`src/rtl/cdq_pkg.sv`:
```
`timescale 1ns/1ps
package cdq_pkg;
  localparam int PA_W        = 48;
  localparam int XW          = 64;
  localparam int ENTRY_DW    = 8;
  localparam int ENTRY_BYTES = ENTRY_DW * (XW / 8);
  localparam int IDX_W       = $clog2(ENTRY_DW);
  localparam int ROFS_W      = 6;
  localparam int LEN_W       = 24;

  localparam logic [ROFS_W-1:0] ROFS_CSR   = 6'h00;
  localparam logic [ROFS_W-1:0] ROFS_FIRST = 6'h08;
  localparam logic [ROFS_W-1:0] ROFS_LAST  = 6'h10;
  localparam logic [ROFS_W-1:0] ROFS_HEAD  = 6'h18;
  localparam logic [ROFS_W-1:0] ROFS_TAIL  = 6'h20;
  localparam logic [ROFS_W-1:0] ROFS_SYNC  = 6'h30;

  localparam logic [7:0] OPC_CIPHER = 8'h40;

  localparam int W_SRC = 1;
  localparam int W_KEY = 5;
  localparam int W_IV  = 6;
  localparam int W_DST = 7;

  typedef enum logic [1:0] {SQ_IDLE, SQ_FETCH, SQ_EXEC} sq_state_t;

  typedef struct packed {
    logic             op_ok;
    logic             type_ok;
    logic             enc;
    logic             sob;
    logic             eob;
    logic [1:0]       ksel;
    logic [LEN_W-1:0] len;
  } w0_t;

  function automatic logic [PA_W-1:0] keep_low(input logic [XW-1:0] v);
    return v[PA_W-1:0];
  endfunction

  // next entry pointer: one entry forward, back to ring start past the final entry
  function automatic logic [PA_W-1:0] step_head(input logic [PA_W-1:0] h,
                                                input logic [PA_W-1:0] f,
                                                input logic [PA_W-1:0] l);
    logic [PA_W:0] s;
    s = {1'b0, h} + (PA_W+1)'(ENTRY_BYTES);
    return (s > {1'b0, l}) ? f : s[PA_W-1:0];
  endfunction

  function automatic w0_t crack_w0(input logic [XW-1:0] w);
    w0_t        r;
    logic [4:0] t;
    t         = w[28:24];
    r.op_ok   = (w[63:56] == OPC_CIPHER);
    r.type_ok = (t == 5'h13) || (t == 5'h17) || (t == 5'h1B);
    r.enc     = w[55];
    r.sob     = w[54];
    r.eob     = w[53];
    r.ksel    = t[3:2];
    r.len     = w[LEN_W-1:0];
    return r;
  endfunction

  function automatic logic [XW-1:0] csr_pack(input logic en, input logic busy,
                                             input logic term, input logic perr);
    return {{(XW-4){1'b0}}, perr, term, busy, en};
  endfunction
endpackage

```
`src/rtl/cdq_decode.sv`:
```
`timescale 1ns/1ps
module cdq_decode
  import cdq_pkg::*;
(
  input  logic [XW-1:0] w0,
  output w0_t           dec
);
  always_comb dec = crack_w0(w0);
endmodule

```
`src/rtl/cdq_fetch.sv`:
```
`timescale 1ns/1ps
module cdq_fetch
  import cdq_pkg::*;
(
  input  logic            clk,
  input  logic            rst_n,
  input  logic            go,
  input  logic [PA_W-1:0] base,
  output logic            mem_req,
  output logic [PA_W-1:0] mem_addr,
  input  logic            mem_rvalid,
  input  logic [XW-1:0]   mem_rdata,
  output logic [XW-1:0]   words [ENTRY_DW],
  output logic            done
);
  logic             active_q;
  logic             wait_q;
  logic [IDX_W-1:0] idx_q;
  logic [PA_W-1:0]  base_q;
  logic             cap;
  logic             last_cap;

  assign mem_req  = active_q && !wait_q;
  assign mem_addr = base_q + PA_W'({idx_q, 3'b000});
  assign cap      = active_q && wait_q && mem_rvalid;
  assign last_cap = cap && (idx_q == IDX_W'(ENTRY_DW - 1));

  always_ff @(posedge clk or negedge rst_n) begin
    if (!rst_n) begin
      active_q <= 1'b0;
      wait_q   <= 1'b0;
      idx_q    <= '0;
      base_q   <= '0;
      done     <= 1'b0;
    end else begin
      done <= last_cap;
      if (go) begin
        active_q <= 1'b1;
        wait_q   <= 1'b0;
        idx_q    <= '0;
        base_q   <= base;
      end else if (mem_req) begin
        wait_q <= 1'b1;
      end else if (cap) begin
        wait_q <= 1'b0;
        idx_q  <= idx_q + 1'b1;
        if (last_cap) active_q <= 1'b0;
      end
    end
  end

  for (genvar g = 0; g < ENTRY_DW; g++) begin : g_word
    always_ff @(posedge clk or negedge rst_n) begin
      if (!rst_n)                                words[g] <= '0;
      else if (cap && (idx_q == IDX_W'(g)))      words[g] <= mem_rdata;
    end
  end
endmodule

```
`src/rtl/cdq_regs.sv`:
```
`timescale 1ns/1ps
module cdq_regs
  import cdq_pkg::*;
(
  input  logic              clk,
  input  logic              rst_n,
  input  logic              wr_en,
  input  logic [ROFS_W-1:0] addr,
  input  logic [XW-1:0]     wdata,
  output logic [XW-1:0]     rdata,
  input  logic              busy,
  input  logic              adv,
  input  logic [PA_W-1:0]   adv_val,
  input  logic              fault,
  input  logic              fail,
  output logic [PA_W-1:0]   first,
  output logic [PA_W-1:0]   last,
  output logic [PA_W-1:0]   head,
  output logic [PA_W-1:0]   tail,
  output logic              en
);
  logic term_q;
  logic perr_q;
  logic csr_wr;

  assign csr_wr = wr_en && (addr == ROFS_CSR);

  always_ff @(posedge clk or negedge rst_n) begin
    if (!rst_n) begin
      first  <= '0;
      last   <= '0;
      head   <= '0;
      tail   <= '0;
      en     <= 1'b0;
      term_q <= 1'b0;
      perr_q <= 1'b0;
    end else begin
      if (wr_en && addr == ROFS_FIRST) first <= keep_low(wdata);
      if (wr_en && addr == ROFS_LAST)  last  <= keep_low(wdata);
      if (wr_en && addr == ROFS_TAIL)  tail  <= keep_low(wdata);
      if (adv)                                          head <= adv_val;
      else if (wr_en && addr == ROFS_HEAD && !busy)     head <= keep_low(wdata);
      if (fault || fail) begin
        en     <= 1'b0;
        term_q <= 1'b1;
        if (fault) perr_q <= 1'b1;
      end else if (csr_wr) begin
        en <= wdata[0];
        if (wdata[0]) begin
          term_q <= 1'b0;
          perr_q <= 1'b0;
        end
      end
    end
  end

  always_comb begin
    unique case (addr)
      ROFS_CSR:   rdata = csr_pack(en, busy, term_q, perr_q);
      ROFS_FIRST: rdata = XW'(first);
      ROFS_LAST:  rdata = XW'(last);
      ROFS_HEAD:  rdata = XW'(head);
      ROFS_TAIL:  rdata = XW'(tail);
      default:    rdata = '0;
    endcase
  end
endmodule

```
`src/rtl/cdq_ctrl.sv`:
```
`timescale 1ns/1ps
module cdq_ctrl
  import cdq_pkg::*;
(
  input  logic              clk,
  input  logic              rst_n,
  input  logic              reg_wr_en,
  input  logic              reg_rd_en,
  input  logic [5:0]        reg_addr,
  input  logic [63:0]       reg_wdata,
  output logic [63:0]       reg_rdata,
  output logic              reg_rd_rdy,
  output logic              mem_req,
  output logic [47:0]       mem_addr,
  input  logic              mem_rvalid,
  input  logic [63:0]       mem_rdata,
  output logic              eng_req,
  output logic              eng_encrypt,
  output logic              eng_sob,
  output logic              eng_eob,
  output logic [1:0]        eng_key_sel,
  output logic [23:0]       eng_len,
  output logic [47:0]       eng_src,
  output logic [47:0]       eng_key_addr,
  output logic [47:0]       eng_iv_addr,
  output logic [47:0]       eng_dst,
  input  logic              eng_done,
  input  logic              eng_err
);
  sq_state_t       state_q;
  logic            busy_q;
  logic [PA_W-1:0] first_q, last_q, head_q, tail_q;
  logic            en_q;
  logic [XW-1:0]   words [ENTRY_DW];
  logic            fetch_done;
  w0_t             dec;

  // named events, also observed by the checker
  logic            st_idle;
  logic            start_evt;
  logic            fault_evt;
  logic            adv_evt;
  logic            fail_evt;
  logic [PA_W-1:0] head_nxt;

  assign st_idle   = (state_q == SQ_IDLE);
  assign start_evt = st_idle && en_q && (head_q != tail_q);
  assign fault_evt = (state_q == SQ_FETCH) && fetch_done && !(dec.op_ok && dec.type_ok);
  assign adv_evt   = (state_q == SQ_EXEC) && eng_done && !eng_err;
  assign fail_evt  = (state_q == SQ_EXEC) && eng_done && eng_err;
  assign head_nxt  = step_head(head_q, first_q, last_q);

  cdq_regs u_regs (
    .clk(clk), .rst_n(rst_n), .wr_en(reg_wr_en), .addr(reg_addr),
    .wdata(reg_wdata), .rdata(reg_rdata), .busy(busy_q),
    .adv(adv_evt), .adv_val(head_nxt), .fault(fault_evt), .fail(fail_evt),
    .first(first_q), .last(last_q), .head(head_q), .tail(tail_q), .en(en_q)
  );

  cdq_fetch u_fetch (
    .clk(clk), .rst_n(rst_n), .go(start_evt), .base(head_q),
    .mem_req(mem_req), .mem_addr(mem_addr), .mem_rvalid(mem_rvalid),
    .mem_rdata(mem_rdata), .words(words), .done(fetch_done)
  );

  cdq_decode u_dec (.w0(words[0]), .dec(dec));

  always_ff @(posedge clk or negedge rst_n) begin
    if (!rst_n) begin
      state_q <= SQ_IDLE;
      busy_q  <= 1'b0;
    end else begin
      unique case (state_q)
        SQ_IDLE: begin
          busy_q <= start_evt;
          if (start_evt) state_q <= SQ_FETCH;
        end
        SQ_FETCH: if (fetch_done) begin
          if (fault_evt) begin
            state_q <= SQ_IDLE;
            busy_q  <= 1'b0;
          end else begin
            state_q <= SQ_EXEC;
          end
        end
        SQ_EXEC: if (eng_done) begin
          state_q <= SQ_IDLE;
          if (fail_evt) busy_q <= 1'b0;
        end
        default: state_q <= SQ_IDLE;
      endcase
    end
  end

  assign reg_rd_rdy   = !(reg_rd_en && (reg_addr == ROFS_SYNC) && busy_q);
  assign eng_req      = (state_q == SQ_EXEC);
  assign eng_encrypt  = dec.enc;
  assign eng_sob      = dec.sob;
  assign eng_eob      = dec.eob;
  assign eng_key_sel  = dec.ksel;
  assign eng_len      = dec.len;
  assign eng_src      = keep_low(words[W_SRC]);
  assign eng_key_addr = keep_low(words[W_KEY]);
  assign eng_iv_addr  = keep_low(words[W_IV]);
  assign eng_dst      = keep_low(words[W_DST]);
endmodule

```
`config.mk`:
```
export PLATFORM = sky130hd
export DESIGN_NAME = cdq_ctrl
export DESIGN_NICKNAME = d
export VERILOG_FILES = /design/src/rtl/cdq_pkg.sv /design/src/rtl/cdq_decode.sv /design/src/rtl/cdq_fetch.sv /design/src/rtl/cdq_regs.sv /design/src/rtl/cdq_ctrl.sv
export SDC_FILE = /design/constraint.sdc
export NUM_CORES = 1
export LEC_CHECK = 0
export BUFFER_PORTS_ARGS = -buffer_cell sky130_fd_sc_hd__buf_2
export CORE_MARGIN = 1.5
export CORE_UTILIZATION = 55
export CTS_CLUSTER_DIAMETER = 60
export DETAILED_ROUTE_END_ITERATION = 8
export GPL_TIMING_DRIVEN = 1
export PLACE_DENSITY_LB_ADDON = 0.25
export SLEW_MARGIN = 20
export SYNTH_ARGS = -nofsm -noshare
export SYNTH_HDL_FRONTEND = slang
export SYNTH_SLANG_ARGS = --single-unit
```
`constraint.sdc`:
```
create_clock -name clk -period 4.3 [get_ports clk]
set_clock_uncertainty 0.05 [all_clocks]
set_input_delay 0 -clock clk [delete_from_list [all_inputs] [get_ports clk]]
set_output_delay 0 -clock clk [all_outputs]
set_load 0.02 [all_outputs]
```
==> flow_summary.ini <==
[timing]
highest_clock_rate_mhz = 232
grt_setup_unrepaired = yes
final.min_clock_period_ns = 4.31
fin_ws_ns = -0.0137
crit_share_post_route = 1.00
worst_slew_pin_slew_ns = 1.10
hold_viol = 0
timing.slew.headroom = 0.268
setup_viol = 2
drv_slew = 0

[yosys]
synthesis.area_sq_um = 24100
yosysSeqAreaShare = 0.503
ys_async_sr_fraction = 1.00
avgSynthCellArea_sq_um = 12.1
synth-main-ff-cell = sky130_fd_sc_hd__dfrtp_1
syn_inst = 1989
synth_enable_flop_cells = 0
yosysUniqueCellTypes = 72
yosys_register_bits = 484
ys_warn_count = 0

[route]
drt-total-wl_mm = 74.6
iteration_count_of_the_initial_detailed_routing_pass = 5
via_count = 18700
vias_per_cell = 5.88
avgRoutedWirePerCell_microns = 23.4
drt_iter0_markers = 1229
drtAntennaViolNets = 0
drc = 0

[final_layout]
final_net_count = 2760
layout-drive-gt1-share = 0.445
area_growth_pct = 27.4
final_cell_mix = sky130_fd_sc_hd__dfrtp_1 (484), sky130_fd_sc_hd__buf_2 (438), sky130_fd_sc_hd__mux2_2 (401)
final_util = 0.711
most_common_cell_after_layout_fill_and_taps_aside = sky130_fd_sc_hd__dfrtp_1

[clock_network]
clkLatencyLatePin_ns = 0.61
cts_made_buffers = 50
cts_num_sinks = 484
clk_path_buf_depth = 3
cts_tree = done
path_clk_slew_ns = 0.06
clock-root-buffer = sky130_fd_sc_hd__clkbuf_16
ctsHtreeMaxLevel = 2

[worst_setup_path]
critical_path.endpoint_type = flip-flop
worst-path-max-fanout = 8
setup.worst_path.class = flip-flop to flip-flop
critical_path_arrival_ns = 4.74
worst_setup_path_start_kind = flip-flop
crit_required_ns = 4.72

[placement]
last_weighted_congestion_value_of_the_routability_driven_placer = 0.947
detailedPlacementHpwl_mm = 49.7
port_buffers = 439

[pwr]
total_power_mw = 21.4
leakagePower_nw = 15.2
worst_ir_drop_vdd_v = 0.000578
power.density_cell_area_nw_per_um2 = 696

[global_routing]
antenna_violations_before_repair = 4
globalRouteOverflowTotal = 0
grt_pass1_wl_mm = 113
grt_start_max_net_pins = 126
first_global_vias = 19700
grt.total_usage = 0.326

[floorplanning]
die_w_microns = 212
placement_rows = 76
die-area_sq_um = 45100
dieHeight_microns = 212
initial_utilization = 0.558
placeableCoreArea_sq_um = 43200
top_level_ports = 477

[outcome]
failing_checks = setup timing
status = finished, violations left

[job]
cap_violations = 0

[min_path]
min-delay-path-class = primary input to flip-flop
-- state kept, by name (all words and copies together) (netlist names), 2 cells and up --
name / cells
state_q: 2
u_fetch.base_q: 48
u_fetch.idx_q: 3
u_fetch.words: 232
u_regs.first: 48
u_regs.head: 48
u_regs.last: 48
u_regs.tail: 48
-- worst max-delay path, stage by stage, from the launching register on --
cell,delay (ns)
sky130_fd_sc_hd__dfrtp_1,0.38
sky130_fd_sc_hd__ha_2,0.20
sky130_fd_sc_hd__nand2_1,0.06
sky130_fd_sc_hd__or2_4,0.26
sky130_fd_sc_hd__nor3_4,0.19
sky130_fd_sc_hd__nor2b_4,0.24
sky130_fd_sc_hd__nand4_4,0.19
sky130_fd_sc_hd__buf_6,0.18
sky130_fd_sc_hd__xnor2_4,0.16
sky130_fd_sc_hd__ha_4,0.23
sky130_fd_sc_hd__buf_6,0.12
sky130_fd_sc_hd__nand2_4,0.05
sky130_fd_sc_hd__nor2_2,0.03
sky130_fd_sc_hd__a211oi_2,0.18
sky130_fd_sc_hd__o21ai_1,0.13
sky130_fd_sc_hd__a211o_1,0.35
sky130_fd_sc_hd__a2111oi_4,0.25
sky130_fd_sc_hd__buf_4,0.18
sky130_fd_sc_hd__nor2_4,0.06
sky130_fd_sc_hd__buf_12,0.15
sky130_fd_sc_hd__clkbuf_16,0.17
sky130_fd_sc_hd__o31ai_1,0.23
sky130_fd_sc_hd__o22ai_1,0.11
-- power by group --
part	internal (mW)	total, mW	leakage, nW	switching, mW
clock	2.72	4.65	0.868	1.93
combinational	3.94	9.33	8.19	5.39
sequential	6.20	7.38	6.19	1.18
-- area by class of cell --
class                      count  area, sq um
fill                        3015        12500
clock buffer                  74         1490
inverter                      65          244
multi-input combinational   1276        11400
antenna                        3         7.51
tap                          585          732
sequential                   484        12100
clock inverter                19          270
timing repair buffer         680         4480
-- metal layers --
layer,track usage,share of wire,vias up
li1,-,-,8252
met4,0.162,0.046,2
met2,0.553,0.50,819
met1,0.385,0.37,9452
met3,0.0835,0.081,197
met5,0,0.00015,-
-- Yosys cell counts (13+ instances only) --
cell | instances | area (sq um)
sky130_fd_sc_hd__o31ai_1 | 41 | 308
sky130_fd_sc_hd__inv_1 | 65 | 244
sky130_fd_sc_hd__o22ai_1 | 40 | 250
sky130_fd_sc_hd__buf_4 | 60 | 450
sky130_fd_sc_hd__nand4_1 | 22 | 138
sky130_fd_sc_hd__a21oi_1 | 67 | 335
sky130_fd_sc_hd__a22oi_1 | 93 | 698
sky130_fd_sc_hd__xor2_1 | 75 | 657
sky130_fd_sc_hd__mux2_1 | 21 | 236
sky130_fd_sc_hd__nand3_1 | 43 | 215
sky130_fd_sc_hd__nor4_1 | 13 | 81.3
sky130_fd_sc_hd__ha_1 | 61 | 763
sky130_fd_sc_hd__buf_1 | 17 | 63.8
sky130_fd_sc_hd__nand2_1 | 77 | 289
sky130_fd_sc_hd__buf_2 | 32 | 160
sky130_fd_sc_hd__nor2_1 | 39 | 146
sky130_fd_sc_hd__dfrtp_1 | 484 | 12100
sky130_fd_sc_hd__and3_1 | 17 | 106
sky130_fd_sc_hd__mux2_2 | 401 | 4520
sky130_fd_sc_hd__mux2i_1 | 43 | 430
sky130_fd_sc_hd__clkbuf_1 | 68 | 255
sky130_fd_sc_hd__xnor2_1 | 54 | 473
sky130_fd_sc_hd__o21ai_0 | 53 | 265
-- timing repair --
item / 4_1_cts / 5_1_grt
setup buffers: 0 / 12
pin swaps: 1 / 36
endpoints found under the setup margin: 44 / 53
hold buffers: 113 / 1
resized for setup: 9 / 80
endpoints found under the hold margin: 553 / 33
gates cloned: 0 / 2
-- logic make-up after synthesis --
| logic type | after synthesis | share of synthesized area |
|---|---|---|
| AO/OA/AOI/OAI | 332 | 0.0911 |
| XOR/XNOR | 132 | 0.0489 |
| adder cells (fa/ha/maj) | 62 | 0.0325 |
| buffers and inverters | 244 | 0.0492 |
| flip-flops | 484 | 0.503 |
| multiplexers | 465 | 0.215 |
| other | 1 | 0.000156 |
| AND/OR/NAND/NOR | 269 | 0.0603 |
-- final timing paths --
path | start | endpoint | slack [ns] | cells after the start
max in group asynchronous | rst_n | u_regs.head[15] | 2.51 | 5
hold reg to reg | u_fetch.base_q[0] | u_fetch.base_q[0] | 0.44 | 2
hold / removal | mem_rdata[58] | u_fetch.words[506] | 0.12 | 3
setup / recovery | u_regs.head[6] | u_regs.head[9] | -0.01 | 22
setup reg to reg | u_regs.head[6] | u_regs.head[9] | -0.01 | 22
min in group asynchronous | rst_n | u_regs.first[24] | 0.36 | 3
-- per-stage QoR --
step / TNS, ns / instance area (sq um) / hold slack (ns) / instances / worst slack (ns)
2_1_floorplan: 0 / 24100 / -0.346 / 2004 / 0.297
3_3_place_gp: 0 / 27100 / 0.143 / 2962 / 0.0622
3_5_place_dp: -0.167 / 27100 / 0.152 / 2962 / -0.0497
4_1_cts: 0 / 30100 / 0.0720 / 3168 / 0.0159
5_1_grt: -4.60 / 30700 / 0.104 / 3184 / -0.194
6_report: -0.0155 / 30700 / 0.122 / 3186 / -0.0137
(Power assumes the default switching activity.)
